[src/rtl/regptr_port.sv]
module regptr_port #(
  parameter int DW = 8
) (
  input  logic            clk,
  input  logic            rst,
  input  logic            ctl_wr,
  input  logic            ctl_rd,
  input  logic            dat_wr,
  input  logic            dat_rd,
  input  logic [DW-1:0]   wdata,
  output logic [DW-1:0]   ctl_rdata,
  output logic [DW-1:0]   dat_rdata,
  input  logic [8*DW-1:0] rr_in,
  input  logic [DW-1:0]   rx_data,
  output logic [16*DW-1:0] wr_regs,
  output logic [15:0]     wr_stb,
  output logic            tx_push,
  output logic [DW-1:0]   tx_byte,
  output logic            rx_pop
);
  localparam int NW = 16;
  localparam int AW = $clog2(NW);

  logic [AW-1:0] ptr;
  logic          dph;
  logic [DW-1:0] wreg [NW];

  wire rd_act = ctl_rd & ~ctl_wr;

  always_ff @(posedge clk) begin
    if (rst) begin
      ptr <= '0;
      dph <= 1'b0;
      for (int i = 0; i < NW; i++) wreg[i] <= '0;
    end else if (ctl_wr) begin
      wreg[ptr] <= wdata;
      ptr <= dph ? '0 : wdata[AW-1:0];
      dph <= ~dph;
    end else if (ctl_rd) begin
      ptr <= '0;
      dph <= 1'b0;
    end
  end

  function automatic logic [DW-1:0] lane(input int k);
    return rr_in[k*DW +: DW];
  endfunction

  always_comb begin
    case (ptr)
      4'd0, 4'd4:   ctl_rdata = lane(0);
      4'd1, 4'd5:   ctl_rdata = lane(1);
      4'd2:         ctl_rdata = lane(2);
      4'd3:         ctl_rdata = lane(3);
      4'd6:         ctl_rdata = lane(4);
      4'd7:         ctl_rdata = lane(5);
      4'd8:         ctl_rdata = rx_data;
      4'd10, 4'd14: ctl_rdata = lane(6);
      4'd12:        ctl_rdata = wreg[12];
      4'd9, 4'd13:  ctl_rdata = wreg[13];
      default:      ctl_rdata = lane(7);
    endcase
  end

  for (genvar g = 0; g < NW; g++) begin : g_out
    assign wr_regs[g*DW +: DW] = wreg[g];
    assign wr_stb[g] = ctl_wr && (ptr == AW'(g));
  end

  assign dat_rdata = rx_data;
  assign tx_byte   = wdata;
  assign tx_push   = dat_wr | (ctl_wr & dph & (ptr == AW'(8)));
  assign rx_pop    = dat_rd | (rd_act & (ptr == AW'(8)));

  p_wr_rest_r3: assert property (@(posedge clk) disable iff (rst)
    (ctl_wr && dph) |=> (ptr == '0 && !dph));
  p_rd_rest_r4: assert property (@(posedge clk) disable iff (rst)
    (ctl_rd && !ctl_wr) |=> (ptr == '0 && !dph));
  p_reg_hold_r3: assert property (@(posedge clk) disable iff (rst)
    (!ctl_wr && !$past(rst)) |=> $stable(wr_regs));
  p_ptr_keep_r6: assert property (@(posedge clk) disable iff (rst)
    (!ctl_wr && !ctl_rd && !$past(rst)) |=> ($stable(ptr) && $stable(dph)));
  p_push_src_r7: assert property (@(posedge clk) disable iff (rst)
    tx_push |-> (dat_wr || ctl_wr));
  p_pop_src_r9: assert property (@(posedge clk) disable iff (rst)
    rx_pop |-> (dat_rd || (ctl_rd && !ctl_wr)));
  p_stb_one_r2: assert property (@(posedge clk) disable iff (rst)
    $countones(wr_stb) == (ctl_wr ? 1 : 0));
endmodule

[config.mk]
export PLATFORM = sky130hd
export DESIGN_NAME = regptr_port
export DESIGN_NICKNAME = d
export VERILOG_FILES = /design/src/rtl/regptr_port.sv
export SDC_FILE = /design/constraint.sdc
export NUM_CORES = 1
export LEC_CHECK = 0
export BUFFER_PORTS_ARGS = -buffer_cell sky130_fd_sc_hd__buf_2
export CORE_ASPECT_RATIO = 0.7
export CORE_MARGIN = 2
export CORE_UTILIZATION = 52
export DETAILED_ROUTE_END_ITERATION = 8
export PLACE_DENSITY = 0.85
export SYNTH_ARGS = -nofsm -noshare
export SYNTH_HDL_FRONTEND = slang
export SYNTH_SLANG_ARGS = --single-unit
[constraint.sdc]
create_clock -name clk -period 4.8 [get_ports clk]
set_clock_uncertainty 0.2 [all_clocks]
set_input_delay 0.48 -clock clk [delete_from_list [all_inputs] [get_ports clk]]
set_output_delay 0.48 -clock clk [all_outputs]
set_load 0.1 [all_outputs]
Yosys cells after proc, flatten, opt, wreduce, memory -nomap -nowiden:

Memories as Yosys holds them, arrays and structs flattened.
Index checks and enable logic that the tools add are counted.

* register bits after elaboration: 5
* bits in writable memories: 128
* bits of input ports: 86
* output and inout bits: 170
* word-level logic and storage cells: 63
* memories kept: 1

Memories
* wreg: words 16, width 8, read ports 16, clocked after Yosys merged registers in 0, wr ports 16, RTL line 26 `logic [DW-1:0] wreg [NW];`

* eq/ne operators: 15
* muxes and demuxes: 14
* bitwise operators: 8
* reduce and logical (&&, ||, !) cells: 23

Operators by type and width (count)
* $pmux W8 S10: 1
* $eq A4 B4 Y1 const B: 8
* $eq A4 B3 Y1 const B: 4
* $logic_and A1 B1 Y1: 16
* $mux W4: 4
* $eq A4 B2 Y1 const B: 2
* $mux W1: 8
* $mux W8: 1
* $reduce_or A2 Y1: 4
* $reduce_or A8 Y1: 1
* $and A1 B1 Y1: 4
* $eq A4 B1 Y1 const B: 1
* $logic_not A4 Y1: 1
* $not A1 Y1: 2
* $or A1 B1 Y1: 2
* $reduce_bool A2 Y1: 1

Depth between registers and ports, before layout:

Gate-level depths: netlist (run 1).

* depth in word-level cells: 5
* depth in mapped cells: 7
* mapped depth without buffers: 4

Worst setup path before layout (run 1):

Ideal clock, no wire load.

* path type: register -> output
* start: mem wreg[12][7]
* end: out ctl_rdata[7]
* arrival: 3.430 ns
* data required time: 4.120 ns
* path slack: 0.690 ns
* cell stages (with the launch flop): 5
* path buffers: 0
* cells stage by stage: edfxtp_1 > nand4bb_1 > a21oi_1 > a2111oi_0 > nor3_1

RTL lines
* start, declared: RTL line 26
* end, declared: RTL line 11 `output logic [DW-1:0] ctl_rdata,`

Worst setup path in the final report (run 1):

* start: reg ptr[3]
* end: out ctl_rdata[2]

* longest elaborated chain between the ends: 3
* elaborated cells between the ends (all ways): 19
* those cells by class: 13 x eq/ne; 1 x mux; 5 x reduce/logical

Ends and longest elaborated chain
* start, declared: RTL line 24 `logic [AW-1:0] ptr;`
* start signal, assigned: RTL line 37 `ptr <= dph ? '0 : wdata[AW-1:0];`
* $eq A4 B4 Y1, or another cell as far along: RTL line 50 `case (ptr)`
* $reduce_or A2 Y1: RTL line 50
* $pmux W8 S10 *: RTL line 50

Mark *: on every way between the ends. The rest lies on a longest branch, timed or not.

==> metrics.txt, run 1 <==
# TYPE chip_impl_metric gauge
chip_impl_info{name="run_status",value="complete, no violations"} 1
chip_impl_metric{name="hpwl",unit="mm"} 13.6
chip_impl_metric{name="grt_start_max_net_pins",unit=""} 47
chip_impl_metric{name="total_leakage_power",unit="nW"} 3.56
chip_impl_metric{name="die_area",unit="mm^2"} 0.0129
chip_impl_metric{name="cp_data_arrival_time",unit="ps"} 3100
chip_impl_metric{name="timing.fmax",unit="MHz"} 265
chip_impl_metric{name="slew_headroom",unit=""} 0.216
chip_impl_metric{name="r2r.worst_path.cells",unit=""} 3
chip_impl_info{name="worstPathCellList",value="nand2_1 > o22ai_1 > nor4_1 > nor3_1 > buf_2"} 1
chip_impl_info{name="start_kind",value="register"} 1
chip_impl_metric{name="final_layout_size_suffix_gt1_frac",unit=""} 0.414
chip_impl_metric{name="yosys.area_share.xor_xnor",unit=""} 0
chip_impl_metric{name="design.core.area",unit="mm^2"} 0.0117
chip_impl_info{name="min-delay-path-class",value="in -> reg"} 1
chip_impl_metric{name="post_synth_inst_count",unit=""} 506
chip_impl_metric{name="die_width",unit="um"} 135
chip_impl_metric{name="finalWeightedCongestion",unit=""} 1.00
chip_impl_metric{name="n_antenna_cell",unit=""} 0
chip_impl_metric{name="netlist_area",unit="mm^2"} 0.00624
chip_impl_metric{name="synth-edff-count",unit=""} 128
chip_impl_metric{name="detailed_place.area",unit="mm^2"} 0.00745
chip_impl_metric{name="detailroute.via_count",unit=""} 5100
chip_impl_metric{name="crit_path_max_incr_delay",unit="ps"} 1100
chip_impl_metric{name="route.detailed.drc",unit=""} 0
chip_impl_metric{name="placement_rows",unit=""} 33
chip_impl_metric{name="clk_pin_slew_worst_paths",unit="ps"} 60
chip_impl_metric{name="yosysWarningCount",unit=""} 0
chip_impl_metric{name="netlist-cell-type-count",unit=""} 56
chip_impl_info{name="cp-startpoint",value="ptr[3]"} 1
chip_impl_metric{name="syn_area_per_cell",unit="um^2"} 12.3
chip_impl_metric{name="portBuffers",unit=""} 255
chip_impl_info{name="combinational_family_with_the_most_area_after_synthesis",value="simple AND/OR/NAND/NOR gates"} 1
chip_impl_metric{name="adder_cell_share_of_the_synthesized_area",unit=""} 0
chip_impl_metric{name="finish.instance_area",unit="mm^2"} 0.00804
chip_impl_metric{name="final_antenna_net_count",unit=""} 0
chip_impl_info{name="synth_top_cells_by_count",value="sky130_fd_sc_hd__and2_1, sky130_fd_sc_hd__edfxtp_1, sky130_fd_sc_hd__nor2_1, sky130_fd_sc_hd__buf_4, sky130_fd_sc_hd__a21oi_1"} 1
chip_impl_metric{name="net_count_of_the_mapped_netlist",unit=""} 592
chip_impl_metric{name="final.period_utilization",unit=""} 0.787
chip_impl_info{name="setup.worst_path.class",value="reg -> out"} 1
chip_impl_metric{name="post_cts.resized_instances",unit=""} 0
chip_impl_metric{name="layout.nets",unit=""} 824
chip_impl_metric{name="groute.usage.overall",unit=""} 0.295
chip_impl_metric{name="number_of_post_cts_setup_repair_buffers",unit=""} 0
chip_impl_metric{name="power_density",unit="mW/mm^2"} 415
chip_impl_metric{name="detail_route.wl_per_cell",unit="um"} 20.7
chip_impl_metric{name="dr.pass1.iters",unit=""} 6
chip_impl_metric{name="cts_buffers",unit=""} 17
chip_impl_metric{name="cp_data_required_time",unit="ps"} 4120
chip_impl_metric{name="antenna_found_initial",unit=""} 0
chip_impl_metric{name="synth_top_area_frac",unit=""} 0.616
chip_impl_metric{name="drt_first_iter_violations",unit=""} 472
chip_impl_metric{name="final.setup.tns",unit="ps"} 0
chip_impl_metric{name="initial_utilization",unit=""} 0.532
chip_impl_metric{name="first_global_vias",unit=""} 4887
chip_impl_metric{name="routed_via_density",unit=""} 5.62
chip_impl_info{name="timing.critical_path.to_type",value="primary output"} 1
chip_impl_metric{name="grt_pass1_wl",unit="mm"} 27.7
chip_impl_metric{name="detail_route.wirelength",unit="mm"} 18.8
chip_impl_metric{name="cts_hold_repair.buffers",unit=""} 0
chip_impl_metric{name="grt_remaining_overflow",unit=""} 0
chip_impl_info{name="critPathSlowestCell",value="sky130_fd_sc_hd__dfxtp_1"} 1
chip_impl_metric{name="areaGrowthSynthToFinish",unit="%"} 28.7
chip_impl_info{name="reg2reg_from",value="ptr[3]"} 1
chip_impl_metric{name="htree_levels",unit=""} 4
chip_impl_metric{name="combPwrFrac",unit=""} 0.215
chip_impl_info{name="tritoncts",value="done"} 1
chip_impl_info{name="clock-root-buffer",value="sky130_fd_sc_hd__clkbuf_16"} 1
chip_impl_metric{name="clock_power_share",unit=""} 0.382
chip_impl_metric{name="synth-async-reset-ratio",unit=""} 0
chip_impl_metric{name="clock_insertion_delay_worst_skew",unit="ps"} 410
chip_impl_metric{name="reg2reg_setup_slack",unit="ps"} 1870
chip_impl_info{name="rsz_0062_raised_after_global_routing",value="no"} 1
chip_impl_info{name="endpoint",value="ctl_rdata[2]"} 1
chip_impl_info{name="critical_path.reg2reg.endpoint",value="wreg[10][2]"} 1
chip_impl_metric{name="timing.final.hold_violations",unit=""} 0
chip_impl_metric{name="cts.sinks",unit=""} 133
chip_impl_metric{name="synth_compound_gate_area_share",unit=""} 0.0719
chip_impl_metric{name="clockBufferDepth",unit=""} 2
chip_impl_metric{name="synth_simple_gate_area_frac",unit=""} 0.226
chip_impl_metric{name="period_needed",unit="ps"} 3780
chip_impl_metric{name="synth_seq_area_share",unit=""} 0.632
chip_impl_info{name="post-synth-top-area-cell",value="sky130_fd_sc_hd__edfxtp_1"} 1
chip_impl_metric{name="crit_path_max_fanout",unit=""} 35
chip_impl_metric{name="synth_seq_cells",unit=""} 133
chip_impl_metric{name="swShare",unit=""} 0.353
chip_impl_info{name="synthTopCellsByArea",value="sky130_fd_sc_hd__edfxtp_1, sky130_fd_sc_hd__and2_1, sky130_fd_sc_hd__nor2_1"} 1
chip_impl_metric{name="sequentialPowerShare",unit=""} 0.402
chip_impl_metric{name="die-height",unit="um"} 95.7
chip_impl_metric{name="p_int",unit="mW"} 2.16
chip_impl_metric{name="total_switching_power",unit="mW"} 1.18
chip_impl_metric{name="max-vdd-ir-drop",unit="V"} 0.000324
chip_impl_metric{name="max_slew.worst_pin.slew",unit="ps"} 1170
chip_impl_metric{name="setup_failing_eps_final",unit=""} 0
chip_impl_metric{name="design.portCount",unit=""} 256
chip_impl_metric{name="yosys-mux-area-fraction",unit=""} 0.0218
chip_impl_info{name="yosys_most_used_dff",value="sky130_fd_sc_hd__edfxtp_1"} 1
chip_impl_metric{name="drv.max_cap_violation_count",unit=""} 0
chip_impl_metric{name="final-max-slew-violation-count",unit=""} 0
cell type report:
cell class,instances,area [um^2]
clock buffers,17,425
fillers,890,3690
clock inverters,15,160
multi-input cells,322,2000
repair buffers,256,1280
inverters,8,30.0
well taps,157,196
flip-flops and latches,133,3940
flip-flops by register name (all words and copies together) (netlist names):
register	cells
dph	1
ptr	4
wreg	128
cell usage in the layout, fill, tap and decap left out, drive strengths merged, types with 2 or more instances in the layout:
cell      count
nand2        14
a31oi         2
mux2          5
o21ai         2
a21oi        15
and2        128
o2bb2ai       2
nand3b        3
a2111oi       2
nor3         12
clkbuf       17
nor2b         8
o22ai         4
mux2i         5
a22oi         4
a221oi        4
o211ai        3
nor2         47
nand3         8
clkinvlp      2
a211oi        6
and3          3
a32o          2
a32oi         3
inv          17
o22a          2
edfxtp      128
dfxtp         5
clkinv        3
nand2b        2
o32a          2
or2          17
buf         256
power groups by stage:
stage / logic, mW / registers [mW] / clock network [mW]
3_3_place_gp: 0.712 / 1.36 / 0
4_1_cts: 0.717 / 1.34 / 1.29
6_report: 0.719 / 1.34 / 1.28
5_1_grt: 0.739 / 1.35 / 1.34
2_1_floorplan: 0.265 / 1.68 / 0
3_5_place_dp: 0.716 / 1.37 / 0
through the flow:
step	hold WS, ps	util	total power, mW	instances	setup slack [ps]
2_1_floorplan	303	-	1.95	506	690
3_5_place_dp	371	0.635	2.08	876	1640
5_1_grt	289	0.685	3.42	908	935
3_3_place_gp	373	0.635	2.08	876	1720
6_report	269	0.685	3.34	908	1020
4_1_cts	251	0.685	3.35	908	1190
worst min path at each step:
stage,from,endpoint,cells after the start
6_report,ctl_rd,dph,4
5_1_grt,rst,ptr[0],2
4_1_cts,ctl_rd,dph,4
3_5_place_dp,dph,dph,2
3_3_place_gp,dph,dph,2
2_1_floorplan,dph,dph,2
critical path, delay by kind of cell, from the launching register on:
| family | cells | cell delay (ps) |
|---|---|---|
| buffers and inverters | 1 | 480 |
| AND/OR/NAND/NOR | 3 | 770 |
| flip-flops | 1 | 1100 |
| AO/OA/AOI/OAI | 1 | 330 |
layer usage:
metal	GRT usage	up-vias	routed length (um)
met2	0.464	342	8630
met3	0.0861	37	2320
met4	0.0859	0	333
met5	0	-	0
li1	-	2259	-
met1	0.402	2462	7500
cell families (layout without fill, tap and decap cells):
group / count (synthesis) / after routing
compound gates: 61 / 61
simple gates: 250 / 250
flops: 133 / 133
buf+inv: 51 / 296
mux: 11 / 11
Power figures use the tool's default switching activity.
==> run 2: changes to the inputs <==
--- a/config.mk
+++ b/config.mk
@@ -8,9 +8,9 @@
 export BUFFER_PORTS_ARGS = -buffer_cell sky130_fd_sc_hd__buf_2
 export CORE_ASPECT_RATIO = 0.7
 export CORE_MARGIN = 2
-export CORE_UTILIZATION = 52
+export CORE_UTILIZATION = 49
 export DETAILED_ROUTE_END_ITERATION = 8
-export PLACE_DENSITY = 0.85
+export PLACE_DENSITY = 0.81
 export SYNTH_ARGS = -nofsm -noshare
 export SYNTH_HDL_FRONTEND = slang
 export SYNTH_SLANG_ARGS = --single-unit
==> constraint.sdc (replaced) <==
create_clock -name clk -period 3.5 [get_ports clk]
set_clock_uncertainty 0.2 [all_clocks]
set_input_delay 0.35 -clock clk [delete_from_list [all_inputs] [get_ports clk]]
set_output_delay 0.35 -clock clk [all_outputs]
set_load 0.1 [all_outputs]
==> metrics.txt, run 2 (synthesis results as in run 1) <==
# TYPE chip_impl_metric gauge
chip_impl_metric{name="drv.max_cap_violation_count",unit=""} 0
chip_impl_info{name="rsz_0062_raised_after_global_routing",value="no"} 1
chip_impl_metric{name="htree_levels",unit=""} 4
chip_impl_metric{name="timing.final.hold_violations",unit=""} 0
chip_impl_info{name="min-delay-path-class",value="in -> reg"} 1
chip_impl_metric{name="first_global_vias",unit=""} 5021
chip_impl_metric{name="crit_path_max_incr_delay",unit="ps"} 850
chip_impl_metric{name="grt_start_max_net_pins",unit=""} 25
chip_impl_info{name="layout.cells.most_common_list",value="sky130_fd_sc_hd__buf_2, sky130_fd_sc_hd__and2_1, sky130_fd_sc_hd__edfxtp_1"} 1
chip_impl_metric{name="slew_headroom",unit=""} 0.452
chip_impl_metric{name="grt_pass1_wl",unit="mm"} 29.0
chip_impl_metric{name="final_antenna_net_count",unit=""} 0
chip_impl_metric{name="die_area",unit="mm^2"} 0.0137
chip_impl_info{name="registers_with_the_most_flip_flops",value="wreg x128, ptr x4, dph x1"} 1
chip_impl_metric{name="routed_via_density",unit=""} 5.59
chip_impl_metric{name="fillCellCount",unit=""} 951
chip_impl_metric{name="cts_hold_repair.buffers",unit=""} 0
chip_impl_metric{name="detail_route.wl_per_cell",unit="um"} 21.0
chip_impl_info{name="critical_path.reg2reg.endpoint",value="wreg[3][6]"} 1
chip_impl_metric{name="cp_data_arrival_time",unit="ps"} 2700
chip_impl_metric{name="die-height",unit="um"} 98.4
chip_impl_metric{name="final.period_utilization",unit=""} 0.928
chip_impl_metric{name="portBuffers",unit=""} 255
chip_impl_info{name="run_status",value="complete, no violations"} 1
chip_impl_metric{name="total_leakage_power",unit="nW"} 3.64
chip_impl_metric{name="crit_buf_inv",unit=""} 1
chip_impl_info{name="reg2reg_from",value="ptr[0]"} 1
chip_impl_metric{name="cts.sinks",unit=""} 133
chip_impl_metric{name="drt_first_iter_violations",unit=""} 541
chip_impl_metric{name="power_density",unit="mW/mm^2"} 573
chip_impl_metric{name="clock_insertion_delay_worst_skew",unit="ps"} 410
chip_impl_metric{name="timing.fmax",unit="MHz"} 308
chip_impl_info{name="timing.critical_path.to_type",value="primary output"} 1
chip_impl_metric{name="r2r.worst_path.cells",unit=""} 4
chip_impl_metric{name="hpwl",unit="mm"} 14.1
chip_impl_metric{name="clk_pin_slew_worst_paths",unit="ps"} 60
chip_impl_metric{name="post_cts.resized_instances",unit=""} 0
chip_impl_metric{name="dr.pass1.iters",unit=""} 5
chip_impl_metric{name="reg2reg_setup_slack",unit="ps"} 940
chip_impl_metric{name="critical_path_depth",unit=""} 5
chip_impl_metric{name="design.portCount",unit=""} 256
chip_impl_info{name="worstPathCellList",value="nand2_1 > o22ai_1 > nor4_1 > nor3_2 > buf_2"} 1
chip_impl_metric{name="grt_remaining_overflow",unit=""} 0
chip_impl_info{name="cp-startpoint",value="ptr[0]"} 1
chip_impl_metric{name="detail_route.wirelength",unit="mm"} 19.4
chip_impl_metric{name="clockBufferDepth",unit=""} 2
chip_impl_metric{name="setup_failing_eps_final",unit=""} 0
chip_impl_info{name="layout.cells.most_common",value="sky130_fd_sc_hd__buf_2"} 1
chip_impl_info{name="top_register",value="wreg"} 1
chip_impl_info{name="start_kind",value="register"} 1
chip_impl_metric{name="period_needed",unit="ps"} 3250
chip_impl_metric{name="areaGrowthSynthToFinish",unit="%"} 31.6
chip_impl_info{name="largest_delay_share_family_worst_path",value="flip-flops"} 1
chip_impl_metric{name="final_layout_size_suffix_gt1_frac",unit=""} 0.427
chip_impl_metric{name="layout.nets",unit=""} 834
chip_impl_info{name="tritoncts",value="done"} 1
chip_impl_metric{name="crit_path_max_fanout",unit=""} 24
chip_impl_metric{name="antenna_found_initial",unit=""} 2
chip_impl_metric{name="finish.instance_area",unit="mm^2"} 0.00822
chip_impl_metric{name="largest_register_ff_count",unit=""} 128
chip_impl_metric{name="initial_utilization",unit=""} 0.503
chip_impl_info{name="setup.worst_path.class",value="reg -> out"} 1
chip_impl_metric{name="route.detailed.drc",unit=""} 0
chip_impl_metric{name="final.setup.tns",unit="ps"} 0
chip_impl_info{name="clock-root-buffer",value="sky130_fd_sc_hd__clkbuf_16"} 1
chip_impl_metric{name="final-max-slew-violation-count",unit=""} 0
chip_impl_info{name="endpoint",value="ctl_rdata[2]"} 1
chip_impl_metric{name="detailed_place.area",unit="mm^2"} 0.00760
chip_impl_metric{name="cp_data_required_time",unit="ps"} 2950
chip_impl_metric{name="cts_buffers",unit=""} 17
chip_impl_metric{name="die_width",unit="um"} 139
chip_impl_info{name="hold_path.startpoint",value="rst"} 1
chip_impl_metric{name="max-vdd-ir-drop",unit="V"} 0.000367
chip_impl_metric{name="detailroute.via_count",unit=""} 5165
chip_impl_metric{name="finalWeightedCongestion",unit=""} 0.950
chip_impl_metric{name="placement_rows",unit=""} 34
chip_impl_metric{name="number_of_post_cts_setup_repair_buffers",unit=""} 0
chip_impl_metric{name="groute.usage.overall",unit=""} 0.284
chip_impl_info{name="critPathSlowestCell",value="sky130_fd_sc_hd__dfxtp_1"} 1
chip_impl_metric{name="design.core.area",unit="mm^2"} 0.0124
chip_impl_metric{name="max_slew.worst_pin.slew",unit="ps"} 821
==> run 2: cell count changes in the layout (fill, tap and decap cells not counted), sizes merged <==
cell,change
buf,+10
clkinvlp,-1
bufinv,+2
inv,-2
clkbuf,+1
diode,+1
==> run 2: worst register-to-register path, stage by stage, from the launching register on <==
cell and delay, ps:
sky130_fd_sc_hd__dfxtp_1 850, sky130_fd_sc_hd__nand2b_1 280, sky130_fd_sc_hd__nor3_1 360, sky130_fd_sc_hd__buf_4 210
sky130_fd_sc_hd__or2_1 320
==> run 2: worst min path at each step <==
stage / endpoint / depth (start not counted) / slack [ps]
4_1_cts: ptr[2] / 2 / 140
2_1_floorplan: ptr[0] / 2 / 290
6_report: ptr[2] / 2 / 150
3_5_place_dp: dph / 2 / 380
3_3_place_gp: dph / 2 / 370
5_1_grt: dph / 2 / 180
==> run 2: cell type report <==
type / count / area [um^2] / area share
Antenna cell: 1 / 2.50 / 0.000305
Clock buffer: 18 / 429 / 0.0522
Clock inverter: 14 / 188 / 0.0228
Inverter: 8 / 30.0 / 0.00365
Multi-Input combinational cell: 322 / 2020 / 0.246
Sequential cell: 133 / 3940 / 0.480
Tap cell: 162 / 203 / 0.0247
Timing Repair Buffer: 266 / 1400 / 0.171
==> run 2: routing by layer <==
metal | share of wire | track usage | vias up
li1 | - | - | 2283
met1 | 0.40 | 0.382 | 2476
met2 | 0.44 | 0.424 | 354
met3 | 0.13 | 0.116 | 50
met4 | 0.021 | 0.0940 | 2
met5 | 0.00067 | 0 | -
==> run 2: stage by stage <==
step           setup WS [ps]  hold WS (ps)  power, mW   util  std cells
4_1_cts                  282           138       4.71  0.661        923
6_report                 251           154       4.71  0.662        924
3_3_place_gp             818           373       2.86  0.612        891
3_5_place_dp             734           380       2.87  0.612        891
2_1_floorplan           -413           291       2.68      -        506
5_1_grt                  111           181       4.82  0.662        924
==> run 2: where the power goes <==
| part | switching, mW | total (mW) | internal (mW) |
|---|---|---|---|
| Combinational | 0.845 | 1.01 | 0.161 |
| Clock | 0.723 | 1.87 | 1.14 |
| Sequential | 0.0316 | 1.84 | 1.81 |
